[config.mk]
export PLATFORM = sky130hd
export DESIGN_NAME = btn_wake_ctrl
export DESIGN_NICKNAME = d
export VERILOG_FILES = /design/src/rtl/btn_wake_pkg.sv /design/src/rtl/btn_poll_timer.sv /design/src/rtl/btn_press_fsm.sv /design/src/rtl/ship_exit_fsm.sv /design/src/rtl/btn_wake_ctrl.sv
export SDC_FILE = /design/constraint.sdc
export NUM_CORES = 1
export LEC_CHECK = 0
export BUFFER_PORTS_ARGS = -buffer_cell sky130_fd_sc_hd__clkbuf_2
export CAP_MARGIN = 15
export CORE_AREA = 5 5 85 87
export CTS_BUF_LIST = sky130_fd_sc_hd__clkbuf_16
export DETAILED_ROUTE_END_ITERATION = 6
export DIE_AREA = 0 0 90 92
export PLACE_DENSITY = 0.68
export SETUP_SLACK_MARGIN = 0.05
export SLEW_MARGIN = 5
export SYNTH_ARGS = -nofsm -noshare
export SYNTH_HDL_FRONTEND = slang
export SYNTH_SLANG_ARGS = --single-unit
[constraint.sdc]
create_clock -name clk -period 3.35 [get_ports clk]
set_clock_uncertainty 0.15 [all_clocks]
set_input_delay 0.1675 -clock clk [delete_from_list [all_inputs] [get_ports clk]]
set_output_delay 0.1675 -clock clk [all_outputs]
set_load 0.1 [all_outputs]
[src/rtl/btn_wake_pkg.sv]
package btn_wake_pkg;

    typedef enum logic [1:0] {
        PM_ACTIVE = 2'b00,
        PM_SHIP   = 2'b01,
        PM_SHUT   = 2'b10
    } pwr_mode_e;

    typedef enum logic [2:0] {
        PS_IDLE,
        PS_HELD,
        PS_W1,
        PS_W2,
        PS_LONG
    } press_st_e;

    typedef enum logic [1:0] {
        SX_ASLEEP,
        SX_VQUAL,
        SX_AWAKE
    } ship_st_e;

    typedef struct packed {
        logic long_ev;
        logic w2_ev;
        logic w1_ev;
    } btn_ev_t;

endpackage

[src/rtl/btn_poll_timer.sv]
module btn_poll_timer #(
    parameter int POLL_PER = 32,
    parameter int NTC_PER  = 64
) (
    input  logic clk,
    input  logic rst_n,
    input  logic run,
    input  logic slow,
    output logic tick
);
    localparam int MAXP = (POLL_PER > NTC_PER) ? POLL_PER : NTC_PER;
    localparam int TW   = $clog2(MAXP + 1);

    logic [TW-1:0] cnt_q;
    logic [TW-1:0] lim;

    assign lim  = slow ? TW'(NTC_PER - 1) : TW'(POLL_PER - 1);
    assign tick = run && (cnt_q >= lim);

    always_ff @(posedge clk or negedge rst_n) begin
        if (!rst_n)
            cnt_q <= '0;
        else if (!run || tick)
            cnt_q <= '0;
        else
            cnt_q <= cnt_q + 1'b1;
    end
endmodule

[src/rtl/btn_press_fsm.sv]
module btn_press_fsm
    import btn_wake_pkg::*;
#(
    parameter int CNT_W = 8
) (
    input  logic             clk,
    input  logic             rst_n,
    input  logic             run,
    input  logic             tick,
    input  logic             btn_n,
    input  logic             report_en,
    input  logic [CNT_W-1:0] th1,
    input  logic [CNT_W-1:0] th2,
    input  logic [CNT_W-1:0] thl,
    output btn_ev_t          ev,
    output logic [CNT_W-1:0] press_cnt
);
    localparam logic [CNT_W-1:0] CMAX = {CNT_W{1'b1}};

    press_st_e        state_q, state_n;
    logic [CNT_W-1:0] cnt_n, cnt_inc;

    assign cnt_inc   = (press_cnt == CMAX) ? press_cnt : press_cnt + 1'b1;

    // State register
    always_ff @(posedge clk or negedge rst_n) begin
        if (!rst_n) begin
            state_q   <= PS_IDLE;
            press_cnt <= '0;
        end else begin
            state_q   <= state_n;
            press_cnt <= cnt_n;
        end
    end

    // Next state
    always_comb begin
        state_n = state_q;
        cnt_n   = press_cnt;
        if (!run) begin
            state_n = PS_IDLE;
            cnt_n   = '0;
        end else if (tick) begin
            if (btn_n) begin
                state_n = PS_IDLE;
                cnt_n   = '0;
            end else begin
                cnt_n = cnt_inc;
                unique case (state_q)
                    PS_IDLE, PS_HELD: state_n = (cnt_inc >= th1) ? PS_W1 : PS_HELD;
                    PS_W1:            if (cnt_inc >= th2) state_n = PS_W2;
                    PS_W2:            if (cnt_inc >= thl) state_n = PS_LONG;
                    PS_LONG:          state_n = PS_LONG;
                    default:          state_n = PS_IDLE;
                endcase
            end
        end
    end

    // Outputs: one event per threshold crossing
    always_comb begin
        ev         = '0;
        ev.w1_ev   = report_en && (state_n == PS_W1)   && (state_q != PS_W1);
        ev.w2_ev   = report_en && (state_n == PS_W2)   && (state_q != PS_W2);
        ev.long_ev = report_en && (state_n == PS_LONG) && (state_q != PS_LONG);
    end
endmodule

[src/rtl/ship_exit_fsm.sv]
module ship_exit_fsm
    import btn_wake_pkg::*;
#(
    parameter int VIN_QUAL = 16
) (
    input  logic clk,
    input  logic rst_n,
    input  logic in_ship,
    input  logic vin_ok,
    input  logic btn_hit,
    output logic awake
);
    localparam int QW = $clog2(VIN_QUAL + 1);

    ship_st_e      state_q, state_n;
    logic [QW-1:0] qcnt_q, qcnt_n;

    // State register
    always_ff @(posedge clk or negedge rst_n) begin
        if (!rst_n) begin
            state_q <= SX_ASLEEP;
            qcnt_q  <= '0;
        end else begin
            state_q <= state_n;
            qcnt_q  <= qcnt_n;
        end
    end

    // Next state
    always_comb begin
        state_n = state_q;
        qcnt_n  = qcnt_q;
        if (!in_ship) begin
            state_n = SX_ASLEEP;
            qcnt_n  = '0;
        end else begin
            unique case (state_q)
                SX_ASLEEP: begin
                    qcnt_n = '0;
                    if (vin_ok)       state_n = SX_VQUAL;
                    else if (btn_hit) state_n = SX_AWAKE;
                end
                SX_VQUAL: begin
                    if (!vin_ok)                            state_n = SX_ASLEEP;
                    else if (qcnt_q >= QW'(VIN_QUAL - 1))   state_n = SX_AWAKE;
                    else                                    qcnt_n  = qcnt_q + 1'b1;
                end
                SX_AWAKE: state_n = SX_AWAKE;
                default:  state_n = SX_ASLEEP;
            endcase
        end
    end

    // Outputs
    always_comb begin
        awake = (state_q != SX_ASLEEP);
    end
endmodule

[src/rtl/btn_wake_ctrl.sv]
module btn_wake_ctrl
    import btn_wake_pkg::*;
#(
    parameter int CNT_W    = 8,
    parameter int POLL_PER = 32,
    parameter int NTC_PER  = 64,
    parameter int VIN_QUAL = 16
) (
    input  logic             clk,
    input  logic             rst_n,
    input  logic             btn_n,
    input  logic             vin_ok,
    input  logic [1:0]       pwr_mode,
    input  logic             push_en,
    input  logic             chg_active,
    input  logic [CNT_W-1:0] wake1_th,
    input  logic [CNT_W-1:0] wake2_th,
    input  logic [CNT_W-1:0] long_th,
    input  logic [CNT_W-1:0] ship_th,
    input  logic             stat_clr,
    output logic             irq,
    output logic             wake1_stat,
    output logic             wake2_stat,
    output logic             long_stat,
    output logic             sys_en
);
    logic             in_ship, in_active, run, report_en, tick, ship_hit, awake;
    btn_ev_t          ev;
    logic [2:0]       stat_q;
    logic [CNT_W-1:0] press_cnt;

    assign in_ship   = (pwr_mode == PM_SHIP);
    assign in_active = (pwr_mode == PM_ACTIVE);
    assign report_en = push_en || chg_active;
    assign run       = report_en || in_ship;

    btn_poll_timer #(.POLL_PER(POLL_PER), .NTC_PER(NTC_PER)) u_timer (
        .clk   (clk),
        .rst_n (rst_n),
        .run   (run),
        .slow  (chg_active),
        .tick  (tick)
    );

    btn_press_fsm #(.CNT_W(CNT_W)) u_press (
        .clk       (clk),
        .rst_n     (rst_n),
        .run       (run),
        .tick      (tick),
        .btn_n     (btn_n),
        .report_en (report_en),
        .th1       (wake1_th),
        .th2       (wake2_th),
        .thl       (long_th),
        .ev        (ev),
        .press_cnt (press_cnt)
    );

    assign ship_hit = in_ship && (press_cnt != '0) && (press_cnt >= ship_th);

    ship_exit_fsm #(.VIN_QUAL(VIN_QUAL)) u_ship (
        .clk     (clk),
        .rst_n   (rst_n),
        .in_ship (in_ship),
        .vin_ok  (vin_ok),
        .btn_hit (ship_hit),
        .awake   (awake)
    );

    always_ff @(posedge clk or negedge rst_n) begin
        if (!rst_n) begin
            stat_q <= '0;
            irq    <= 1'b0;
        end else begin
            stat_q <= (stat_q & ~{3{stat_clr}}) | ev;
            irq    <= |ev;
        end
    end

    assign wake1_stat = stat_q[0];
    assign wake2_stat = stat_q[1];
    assign long_stat  = stat_q[2];
    assign sys_en     = in_active || (in_ship && awake);
endmodule

==> flow_summary_export.csv <==
group,metric,value,unit
critical_path,critical_path_buf_inv_count,2,
detailed_routing,via_per_inst,5.37,
detailed_routing,first_iter_violations,69,
min_path,hold_class,"in2reg",
power_and_ir_drop,seqPwrFrac,0.409,
final_layout,n_antenna_cell,0,
yosys,synth_edf_count,0,
global_routing,grt_overflow_total,0,
power_and_ir_drop,clockPowerShare,0.434,
yosys,synth_cell_type_count,58,
yosys,yosys_register_bits,29,
critical_path,cp_slowest_stage_delay,350,ps
final_layout,final_common_cell,"clkbuf_2",
yosys,syn_inst,279,
yosys,synth_top_area_cell,"dfrtp_1",
floorplanning,io-pin-count,46,
yosys,synthFlopType,"dfrtp_1",
run,maxCapViolations,0,
final_layout,drive_gt1_frac,0.294,
timing,tightest_slew,723,ps
detailed_routing,drt-wirelength-per-cell,14.1,µm
critical_path,worstPathArrival,3170,ps
detailed_routing,remaining_drc_errors,0,
final_layout,finalNonFillerCells,421,
yosys,synth.cell_area,2510,µm²
timing,holdWs,48.3,ps
power_and_ir_drop,switchingPower,0.255,mW
yosys,syn_nets,358,
placed_design,hpwl,4690,µm
critical_path,path_max_fanout,4,
yosys,synthTopCellsByArea,"dfrtp_1, ha_1, inv_1, nor2_1, o21ai_0",
yosys,async_flop_share,1.00,
critical_path,end_kind,"flip-flop",
outcome,status,"complete, no violations",
power_and_ir_drop,power-per-cell-area,304,nW/µm²
floorplanning,dieArea,8280,µm²
detailed_routing,routed-via-count,2259,
placed_design,port_buffers,45,
placed_design,dp.cells,410,
cts,worstSkewPairLatency,270,ps
timing,slew_viol_final,0,
critical_path,path_cells,"buf_4 -> inv_1 -> nor3_2 -> and3_1 -> nand3b_1 -> o21a_1 -> ha_1 -> a21oi_1 -> o21a_1 -> o31ai_4 -> a2111oi_4 -> o221ai_2 -> o32ai_2",
cts,cts-root-buf,"clkbuf_16",
final_layout,layout_common_cells,"clkbuf_2, inv_1, ha_1",
detailed_routing,drt-pass1-iter-count,4,
final_layout,area_growth,27.3,%
yosys,ys_warn_count,0,
timing,finalSetupViolCount,0,
floorplanning,die_h,92,µm
cts,cts_setup_buffers,0,
power_and_ir_drop,intPower,0.715,mW
timing,finalCritPeriodShare,0.938,
global_routing,grt_pass1_wl,10000,µm
yosys,synth_top_area_frac,0.289,
yosys,ys_seq_area_frac,0.289,
cts,clkSinkCount,29,
timing,timing.final.crit_period,3140,ps
power_and_ir_drop,p_sw_frac,0.263,
critical_path,cp-start-kind,"flip-flop",
cts,cts_buffers,5,
power_and_ir_drop,finalPower,0.970,mW
final_layout,fillers,596,
critical_path,crit_top_cell,"o21a_1",
timing,hold_viol,0,
global_routing,grt_max_degree,30,
timing,fmax,318,MHz
detailed_routing,wl,5940,µm
final_layout,finalNetCount,422,
critical_path,cp.required,3380,ps
floorplanning,fp.dieW,90,µm
detailed_routing,drtAntennaViolNets,0,
power_and_ir_drop,cellLeakagePower,1.68,nW
power_and_ir_drop,ir_worst_vdd,0.284,mV
cts,clockBufferDepth,2,
floorplanning,core,6280,µm²
cts,clk_pin_slew,50,ps
power_and_ir_drop,comb_power_share,0.157,
critical_path,critPathKind,"reg2reg",
critical_path,cpMaxStageDelayCell,"dfrtp_1",
cts,h-tree-depth,2,
cts,cts_tree,"done",
timing,max_slew_margin,0.518,
timing,setup_slack,207,ps
floorplanning,num_rows,29,
placed_design,finalWeightedCongestion,0.925,
floorplanning,initial_utilization,0.400,
global_routing,antenna_found_initial,0,
placed_design,dp_slack,-15.8,ps
timing,fin_setup_tns,0,ps
global_routing,grt.total_usage,0.142,
yosys,synthesis.area_per_instance,9.00,µm²
critical_path,path_delay_family,"compound AO/OA/AOI/OAI gates",
global_routing,grt_pass1_vias,2274,
## registers in the layout, indices dropped and copies added, names as in the netlist
name and count:
u_timer.cnt_q 7, u_ship.state_q 2, u_press.press_cnt 8, irq 1, stat_q 3, u_press.state_q 3, u_ship.qcnt_q 5
## stage by stage
stage	utilization	instance area, µm²
2_1_floorplan	-	2520
4_1_cts	0.492	3090
3_5_place_dp	0.464	2920
5_1_grt	0.509	3190
3_3_place_gp	0.464	2920
6_report	0.509	3190
## final timing paths
check	from	endpoint	slack [ps]	cells past startpoint
worst max-delay path	u_press.press_cnt[0]$_DFFE_PN0N_	stat_q[0]$_DFF_PN0_	210	13
worst min-delay path	vin_ok	u_ship.state_q[0]$_DFFE_PN0P_	50	2
worst max register to register	u_press.press_cnt[0]$_DFFE_PN0N_	stat_q[0]$_DFF_PN0_	210	13
worst min register to register	stat_q[1]$_DFF_PN0_	stat_q[1]$_DFF_PN0_	360	1
max in group asynchronous	rst_n	u_timer.cnt_q[5]$_DFF_PN0_	2240	2
min in group asynchronous	rst_n	u_ship.state_q[0]$_DFFE_PN0P_	340	2
## per-layer routing
metal / GRT usage / routed length (µm) / vias to the layer above
li1: - / - / 1137
met4: 0.0372 / 68 / 0
met2: 0.238 / 2800 / 65
met1: 0.180 / 2760 / 1049
met3: 0.0385 / 321 / 8
met5: 0 / 0 / -
## synthesized netlist by cell type, types with 4 or more instances
cell type / n
nor3_1: 9
nand3_1: 9
nand2_1: 11
dfrtp_1: 29
nand4_1: 5
a21oi_1: 12
xnor2_1: 6
nor2_1: 19
nand2b_1: 4
a31oi_1: 4
xor2_1: 4
inv_1: 40
a22o_1: 5
o21ai_0: 13
clkbuf_1: 4
ha_1: 38
nor2b_1: 4
o21a_1: 5
## cells by family after synthesis
kind of cell	count (synthesis)	share of synthesized area
AOI/OAI and AO/OA	72	0.224
adders and majority gates	38	0.189
DFF	29	0.289
and+or+nand+nor	82	0.181
buffers and inverters	48	0.0808
xor gates and xnor gates	10	0.0349
## worst register-to-register path, delay by kind of cell (launching register included)
family                     cells  cell delay, ps
AOI/OAI and AO/OA              7            1430
adders and majority gates      1             310
buffers and inverters          2             240
DFF                            1             350
and+or+nand+nor                3             570
## timing repair
item,4_1_cts,5_1_grt
endpoints found under the setup margin,4,4
cloned,0,1
hold buffers,2,0
pin swaps,1,6
gates resized for setup,2,21
endpoints found under the hold margin,31,0
## layout make-up
type / instances / area, µm² / share of cell area
Clock inverter: 3 / 17.5 / 0.00548
Sequential cell: 29 / 726 / 0.227
Tap cell: 77 / 96.3 / 0.0302
Timing Repair Buffer: 65 / 382 / 0.119
Multi-Input combinational cell: 202 / 1700 / 0.532
Inverter: 40 / 150 / 0.0470
Clock buffer: 5 / 125 / 0.0392
## power by group through the flow
stage | logic [mW] | registers [mW] | clock network (mW)
5_1_grt | 0.174 | 0.401 | 0.447
6_report | 0.152 | 0.397 | 0.421
4_1_cts | 0.150 | 0.397 | 0.434
2_1_floorplan | 0.0955 | 0.396 | 0
3_3_place_gp | 0.141 | 0.402 | 0
3_5_place_dp | 0.146 | 0.401 | 0
Power figures use the tool's default switching activity.
